[src/rtl/pp_pkg.sv]
package pp_pkg;
  localparam logic [2:0] MODE_STD   = 3'b000;
  localparam logic [2:0] MODE_BIDIR = 3'b001;
  localparam logic [2:0] MODE_FIFO  = 3'b010;
  localparam logic [2:0] MODE_ECP   = 3'b011;

  localparam logic [1:0] SRC_BASE = 2'd0;
  localparam logic [1:0] SRC_HIGH = 2'd1;
  localparam logic [1:0] SRC_DMA  = 2'd2;

  typedef enum logic [1:0] {
    HS_IDLE  = 2'd0,
    HS_SETUP = 2'd1,
    HS_STB   = 2'd2,
    HS_REL   = 2'd3
  } hs_state_t;
endpackage

[src/rtl/pp_fifo.sv]
module pp_fifo #(
  parameter int WIDTH = 9,
  parameter int DEPTH = 16
) (
  input  logic             clk,
  input  logic             rst_n,
  input  logic             flush,
  input  logic             push,
  input  logic [WIDTH-1:0] wdata,
  input  logic             pop,
  output logic [WIDTH-1:0] rdata,
  output logic             full,
  output logic             empty
);
  localparam int AW = (DEPTH > 1) ? $clog2(DEPTH) : 1;
  localparam logic [AW-1:0] LAST = AW'(DEPTH - 1);

  logic [WIDTH-1:0] mem [DEPTH];
  logic [AW-1:0]    wr_ptr, rd_ptr;
  logic [AW:0]      count;
  logic             do_push, do_pop;

  assign full    = (count == (AW+1)'(DEPTH));
  assign empty   = (count == '0);
  assign do_push = push && !full && !flush;
  assign do_pop  = pop && !empty && !flush;
  assign rdata   = mem[rd_ptr];

  always_ff @(posedge clk) begin
    if (do_push) mem[wr_ptr] <= wdata;
  end

  always_ff @(posedge clk) begin
    if (!rst_n || flush) begin
      wr_ptr <= '0;
      rd_ptr <= '0;
      count  <= '0;
    end else begin
      if (do_push) wr_ptr <= (wr_ptr == LAST) ? '0 : wr_ptr + 1'b1;
      if (do_pop)  rd_ptr <= (rd_ptr == LAST) ? '0 : rd_ptr + 1'b1;
      case ({do_push, do_pop})
        2'b10:   count <= count + 1'b1;
        2'b01:   count <= count - 1'b1;
        default: count <= count;
      endcase
    end
  end
endmodule

[src/rtl/pp_wr_dec.sv]
module pp_wr_dec
  import pp_pkg::*;
#(
  parameter int DATA_W = 8
) (
  input  logic [2:0]        mode,
  input  logic              flush,
  input  logic              valid,
  input  logic [1:0]        src,
  input  logic [DATA_W-1:0] data,
  input  logic              full,
  output logic              ready,
  output logic              push,
  output logic [DATA_W:0]   push_entry,
  output logic              reg_load,
  output logic              drop
);
  logic fifo_mode, reg_mode, src_ok, to_fifo;

  always_comb begin
    fifo_mode  = (mode == MODE_FIFO) || (mode == MODE_ECP);
    reg_mode   = (mode == MODE_STD) || (mode == MODE_BIDIR);
    src_ok     = (src == SRC_BASE) || (src == SRC_HIGH) || (src == SRC_DMA);
    to_fifo    = valid && !flush && src_ok &&
                 ((mode == MODE_ECP) || (mode == MODE_FIFO && src != SRC_BASE));
    push       = to_fifo && !full;
    drop       = to_fifo && full;
    push_entry = {(src != SRC_BASE), data};
    reg_load   = valid && !flush && reg_mode && (src == SRC_BASE);
    ready      = !(fifo_mode && full);
  end
endmodule

[src/rtl/pp_handshake.sv]
module pp_handshake
  import pp_pkg::*;
(
  input  logic clk,
  input  logic rst_n,
  input  logic clear,
  input  logic go,
  input  logic busy,
  output logic pop,
  output logic strobe_n
);
  hs_state_t state, nxt;

  always_comb begin
    nxt = state;
    pop = 1'b0;
    case (state)
      HS_IDLE:  if (go && !busy) begin pop = 1'b1; nxt = HS_SETUP; end
      HS_SETUP: nxt = HS_STB;
      HS_STB:   if (busy) nxt = HS_REL;
      HS_REL:   if (!busy) nxt = HS_IDLE;
      default:  nxt = HS_IDLE;
    endcase
    if (clear) begin
      nxt = HS_IDLE;
      pop = 1'b0;
    end
  end

  always_ff @(posedge clk) begin
    if (!rst_n) state <= HS_IDLE;
    else        state <= nxt;
  end

  assign strobe_n = (state != HS_STB);
endmodule

[src/rtl/pport_tx.sv]
module pport_tx
  import pp_pkg::*;
#(
  parameter int DATA_W = 8,
  parameter int DEPTH  = 16
) (
  input  logic              clk,
  input  logic              rst_n,
  input  logic [2:0]        mode_i,
  input  logic              dir_wr_i,
  input  logic              dir_bit_i,
  input  logic [3:0]        sw_ctl_i,
  input  logic              wr_valid_i,
  output logic              wr_ready_o,
  input  logic [1:0]        wr_src_i,
  input  logic [DATA_W-1:0] wr_data_i,
  input  logic              busy_i,
  output logic [DATA_W-1:0] pd_o,
  output logic              pdir_o,
  output logic              strobe_n_o,
  output logic              autofd_n_o,
  output logic              init_n_o,
  output logic              slctin_n_o,
  output logic              ctl_opendrain_o,
  output logic              fifo_empty_o,
  output logic              overflow_o
);
  localparam int EW = DATA_W + 1;

  logic [2:0]        mode_q;
  logic              dir_q, tag_q, ovf_q;
  logic [DATA_W-1:0] pd_q;
  logic              mode_chg, fifo_mode, ecp_fwd, fwd_ok;
  logic              push, pop, reg_load, drop, full, empty, hs_strobe_n;
  logic [EW-1:0]     push_entry, head;

  assign mode_chg  = (mode_i != mode_q);
  assign fifo_mode = (mode_q == MODE_FIFO) || (mode_q == MODE_ECP);
  assign ecp_fwd   = (mode_q == MODE_ECP) && !dir_q;
  assign fwd_ok    = (mode_q == MODE_FIFO) || ecp_fwd;

  always_ff @(posedge clk) begin
    if (!rst_n) begin
      mode_q <= MODE_STD;
      dir_q  <= 1'b0;
      ovf_q  <= 1'b0;
    end else begin
      mode_q <= mode_i;
      if (dir_wr_i && mode_q == MODE_BIDIR) dir_q <= dir_bit_i;
      if (drop) ovf_q <= 1'b1;
    end
  end

  pp_wr_dec #(.DATA_W(DATA_W)) wr_dec_i (
    .mode(mode_q), .flush(mode_chg), .valid(wr_valid_i), .src(wr_src_i),
    .data(wr_data_i), .full(full), .ready(wr_ready_o), .push(push),
    .push_entry(push_entry), .reg_load(reg_load), .drop(drop)
  );

  pp_fifo #(.WIDTH(EW), .DEPTH(DEPTH)) fifo_i (
    .clk(clk), .rst_n(rst_n), .flush(mode_chg), .push(push),
    .wdata(push_entry), .pop(pop), .rdata(head), .full(full), .empty(empty)
  );

  pp_handshake hs_i (
    .clk(clk), .rst_n(rst_n), .clear(mode_chg),
    .go(fwd_ok && !empty), .busy(busy_i), .pop(pop), .strobe_n(hs_strobe_n)
  );

  always_ff @(posedge clk) begin
    if (!rst_n) begin
      pd_q  <= '0;
      tag_q <= 1'b1;
    end else if (pop) begin
      pd_q  <= head[DATA_W-1:0];
      tag_q <= head[DATA_W];
    end else if (reg_load) begin
      pd_q  <= wr_data_i;
    end
  end

  assign pd_o            = pd_q;
  assign pdir_o          = ((mode_q == MODE_BIDIR) || (mode_q == MODE_ECP)) ? dir_q : 1'b0;
  assign strobe_n_o      = fifo_mode ? hs_strobe_n : sw_ctl_i[0];
  assign autofd_n_o      = ecp_fwd ? tag_q : sw_ctl_i[1];
  assign init_n_o        = sw_ctl_i[2];
  assign slctin_n_o      = sw_ctl_i[3];
  assign ctl_opendrain_o = (mode_q == MODE_STD);
  assign fifo_empty_o    = empty;
  assign overflow_o      = ovf_q;
endmodule

[config.mk]
export PLATFORM = sky130hd
export DESIGN_NAME = pport_tx
export DESIGN_NICKNAME = d
export VERILOG_FILES = /design/src/rtl/pp_pkg.sv /design/src/rtl/pp_fifo.sv /design/src/rtl/pp_wr_dec.sv /design/src/rtl/pp_handshake.sv /design/src/rtl/pport_tx.sv
export SDC_FILE = /design/constraint.sdc
export NUM_CORES = 1
export LEC_CHECK = 0
export BUFFER_PORTS_ARGS = -buffer_cell sky130_fd_sc_hd__buf_4
export CAP_MARGIN = 10
export CORE_MARGIN = 5
export CORE_UTILIZATION = 25
export CTS_BUF_LIST = sky130_fd_sc_hd__clkbuf_2
export CTS_CLUSTER_DIAMETER = 120
export DETAILED_ROUTE_END_ITERATION = 8
export PLACE_DENSITY_LB_ADDON = 0.05
export SYNTH_ARGS = -nofsm -noshare
export SYNTH_HDL_FRONTEND = slang
export SYNTH_SLANG_ARGS = --single-unit
[constraint.sdc]
create_clock -name clk -period 2.7 [get_ports clk]
set_input_delay 0.135 -clock clk [delete_from_list [all_inputs] [get_ports clk]]
set_output_delay 0.135 -clock clk [all_outputs]
set_load 0.02 [all_outputs]
==> metrics.md <==
| Metric | Value |
|---|---|
| #FFs+latches synth | `177` |
| CTS tree | `yes` |
| Max-Cap Viols | `0` |
| Global-route wire length before repair | `28800 um` |
| Die area | `32750 sq um` |
| Status | `finished, final reports clean` |
| Logic gate share of total power | `3.3%` |
| # nets final | `565` |
| FILL cells | `2866` |
| Final Hold Viols | `0` |
| CTS sink cnt | `177` |
| Worst hold slack | `0.1417 ns` |
| Synthesis warning total | `0` |
| Clk pin slew, worst setup/hold paths | `0.31 ns` |
| Share of layout cells above drive strength 1 | `30.44%` |
| Worst vdd ir | `193.0 uV` |
| Leak pwr | `2.897 nW` |
| Placer Congestion | `0.7318` |
| Worst R2R Setup Slack | `0.09 ns` |
| Clock power frac | `31.1%` |
| Most common cell after layout, fill and taps aside | `edfxtp_1` |
| Initial DRC Count | `199` |
| Area added between synthesis and finish | `19.83%` |
| Drt first pass iters | `4` |
| Data required time of the worst path | `3.42 ns` |
| Sequential power share | `65.6%` |
| M1 wire length | `8894 um` |
| FFs w/ async S/R, synth | `0%` |
| Number of synthesized flops with an enable pin | `144` |
| Total power | `4.507 mW` |
| Worst Setup End Kind | `register` |
| Detail Route Antenna Nets | `0` |
| Final core occ | `30.43%` |
| Post-synth top area cell | `edfxtp_1` |
| Clock latency on the worst-skew pair | `0.75 ns` |
| Sw frac | `26.22%` |
| Clk buf depth | `2` |
| Sequential-to-total area share from yosys stat | `68.21%` |
| Ports | `40` |
| Die height | `181.0 um` |
| Initial antenna violation count | `1` |
| Met3 wire len | `525 um` |
| Highest Signal Layer | `met4` |
| Tightest Pin Transition | `0.4829 ns` |
| Htree depth | `4` |
| Detail Placement HPWL | `12320 um` |
| Power density cells | `514.6 nW/um^2` |
| Drt via density | `4.465` |
| Commonest register cell after synthesis | `edfxtp_1` |
| Cells after Synth | `444` |
| Commonest non-fill, non-tap cells in the layout | `144 x edfxtp_1, 68 x buf_4, 36 x mux4_2` |
| Global Route Usage Sum | `11.97%` |
| Final number of setup-violating endpoints | `0` |
| GR Overflow Total | `0` |
| Num CTS Buffers | `17` |
| CP Class | `reg2reg` |
| Startpoint types | `register` |
| Root Driver | `clkbuf_2` |
| Routed WL | `19240 um` |
| Post-synth top area share | `59.17%` |
| Netlist cell types | `52` |
| Initial Util | `25.39%` |
| PortBufs | `35` |
| Syn Nets | `480` |
| Synthesized area | `7308 sq um` |
| Worst rel slew slack | `67.81%` |
| Switch Pwr | `1.182 mW` |
| CP max FO | `8` |
| Core ar. | `28780 sq um` |
| Crit path arrival time | `3.33 ns` |
| Multi-input gate area | `2183 sq um` |
| Worst clock skew | `0.04661 ns` |
| Dominant cells by area after synthesis | `edfxtp_1 59%, mux4_2 11%, dfxtp_1 9.0%` |
| DR vias | `4139` |
| Final period util | `96.65%` |
| Register Area | `4990 sq um` |
| Achievable Freq | `383.2 MHz` |
| HP Class | `in2reg` |
| Mean Syn Cell Area | `16.46 sq um` |
| Period minus WS final | `2.610 ns` |
| Setup TNS | `0 ns` |
| Largest net degree at the start of global routing | `35` |
| Drt drc | `0` |
| Vias in the first global route | `4343` |
| Internal power | `3.325 mW` |
| Final Max Tran Viols | `0` |
| Wire length per cell | `20.75 um` |
| Die Wd | `181.0 um` |
| Row cnt | `62` |
| Met2 WL | `9686 um` |
==> per-stage QoR <==
stage          setup WS, ns  instance area [sq um]  cells
3_5_place_dp        0.09773                   8267    872
2_1_floorplan       -0.1419                   7355    444
6_report            0.09033                   8757    927
3_3_place_gp         0.1135                   8267    872
5_1_grt            -0.01693                   8757    927
4_1_cts             0.03024                   8723    925
==> flip-flops by register name (all words and copies together) (netlist names), named ones only <==
signal / flops
fifo_i.wr_ptr: 4
dir_q: 1
overflow_o: 1
fifo_i.count: 5
hs_i.state: 2
fifo_i.rd_ptr: 4
pd_o: 8
tag_q: 1
mode_q: 3
fifo_i.mem: 144
==> kinds of logic (layout without fill, tap and decap cells) <==
family	after synthesis	in the layout	synth area share (%)
adders and majority gates	13	13	2.226
DFF	177	177	68.21
and+or+nand+nor	93	93	7.139
xor gates and xnor gates	7	7	0.8389
other	0	1	0
muxes	47	47	12.67
buffers and inverters	45	143	2.945
AOI/OAI and AO/OA	62	62	5.975
==> path summary, 6_finish.rpt <==
check,depth (start not counted),end,from
worst min-delay path,6,fifo_i.wr_ptr[3],wr_src_i[1]
worst max-delay path,11,fifo_i.count[2],fifo_i.count[3]
worst min register to register,2,pd_o[2],pd_o[2]
worst max register to register,11,fifo_i.count[2],fifo_i.count[3]
==> synth_stat cells (10+ instances only) <==
cell type and n:
o21ai_0 13, a22oi_1 16, mux4_2 36, ha_1 13, inv_1 17, edfxtp_1 144
nor2_1 21, nand3_1 10, dfxtp_1 33, and3_1 10
==> layout make-up <==
class / count / share of cell area [%]
well taps: 384 / 5.486
clock inverters: 15 / 1.843
flip-flops and latches: 177 / 56.98
diodes: 1 / 0.02858
multi-input cells: 222 / 24.93
clock buffers: 17 / 0.9716
repair buffers: 92 / 8.916
inverters: 19 / 0.8430
==> power by group through the flow <==
stage	sequential, mW	clock (mW)	combinational (mW)
after global placement	3.01	0	0.126
after floorplan	3.01	0	0.0421
after global routing	2.96	1.60	0.162
after CTS	2.96	1.49	0.150
after detailed placement	3.01	0	0.127
final	2.96	1.40	0.147
==> worst max-delay path, cell delays in order, from the launching register on <==
cell and delay, ns:
dfxtp_4 0.42, or4_4 0.55, o2111ai_4 0.21, or2_4 0.17, inv_4 0.04, ha_4 0.18, xor2_1 0.16, ha_2 0.23
a21oi_2 0.04, xor2_1 0.14, or3_1 0.32, a21oi_2 0.11
==> per-layer routing <==
metal / track usage (%) / vias to the layer above
li1: - / 1910
met1: 15.87 / 2163
met2: 20.36 / 61
met3: 2.493 / 5
met4: 2.612 / 0
met5: 0 / -
==> timing repair <==
| action | 4_1_cts | 5_1_grt |
|---|---|---|
| setup endpoints to repair | 0 | 3 |
| hold buffers | 21 | 0 |
| setup buffers | 0 | 1 |
| gates resized for setup | 0 | 7 |
| endpoints found under the hold margin | 161 | 0 |
No activity file was read; power rests on OpenSTA's default activity.
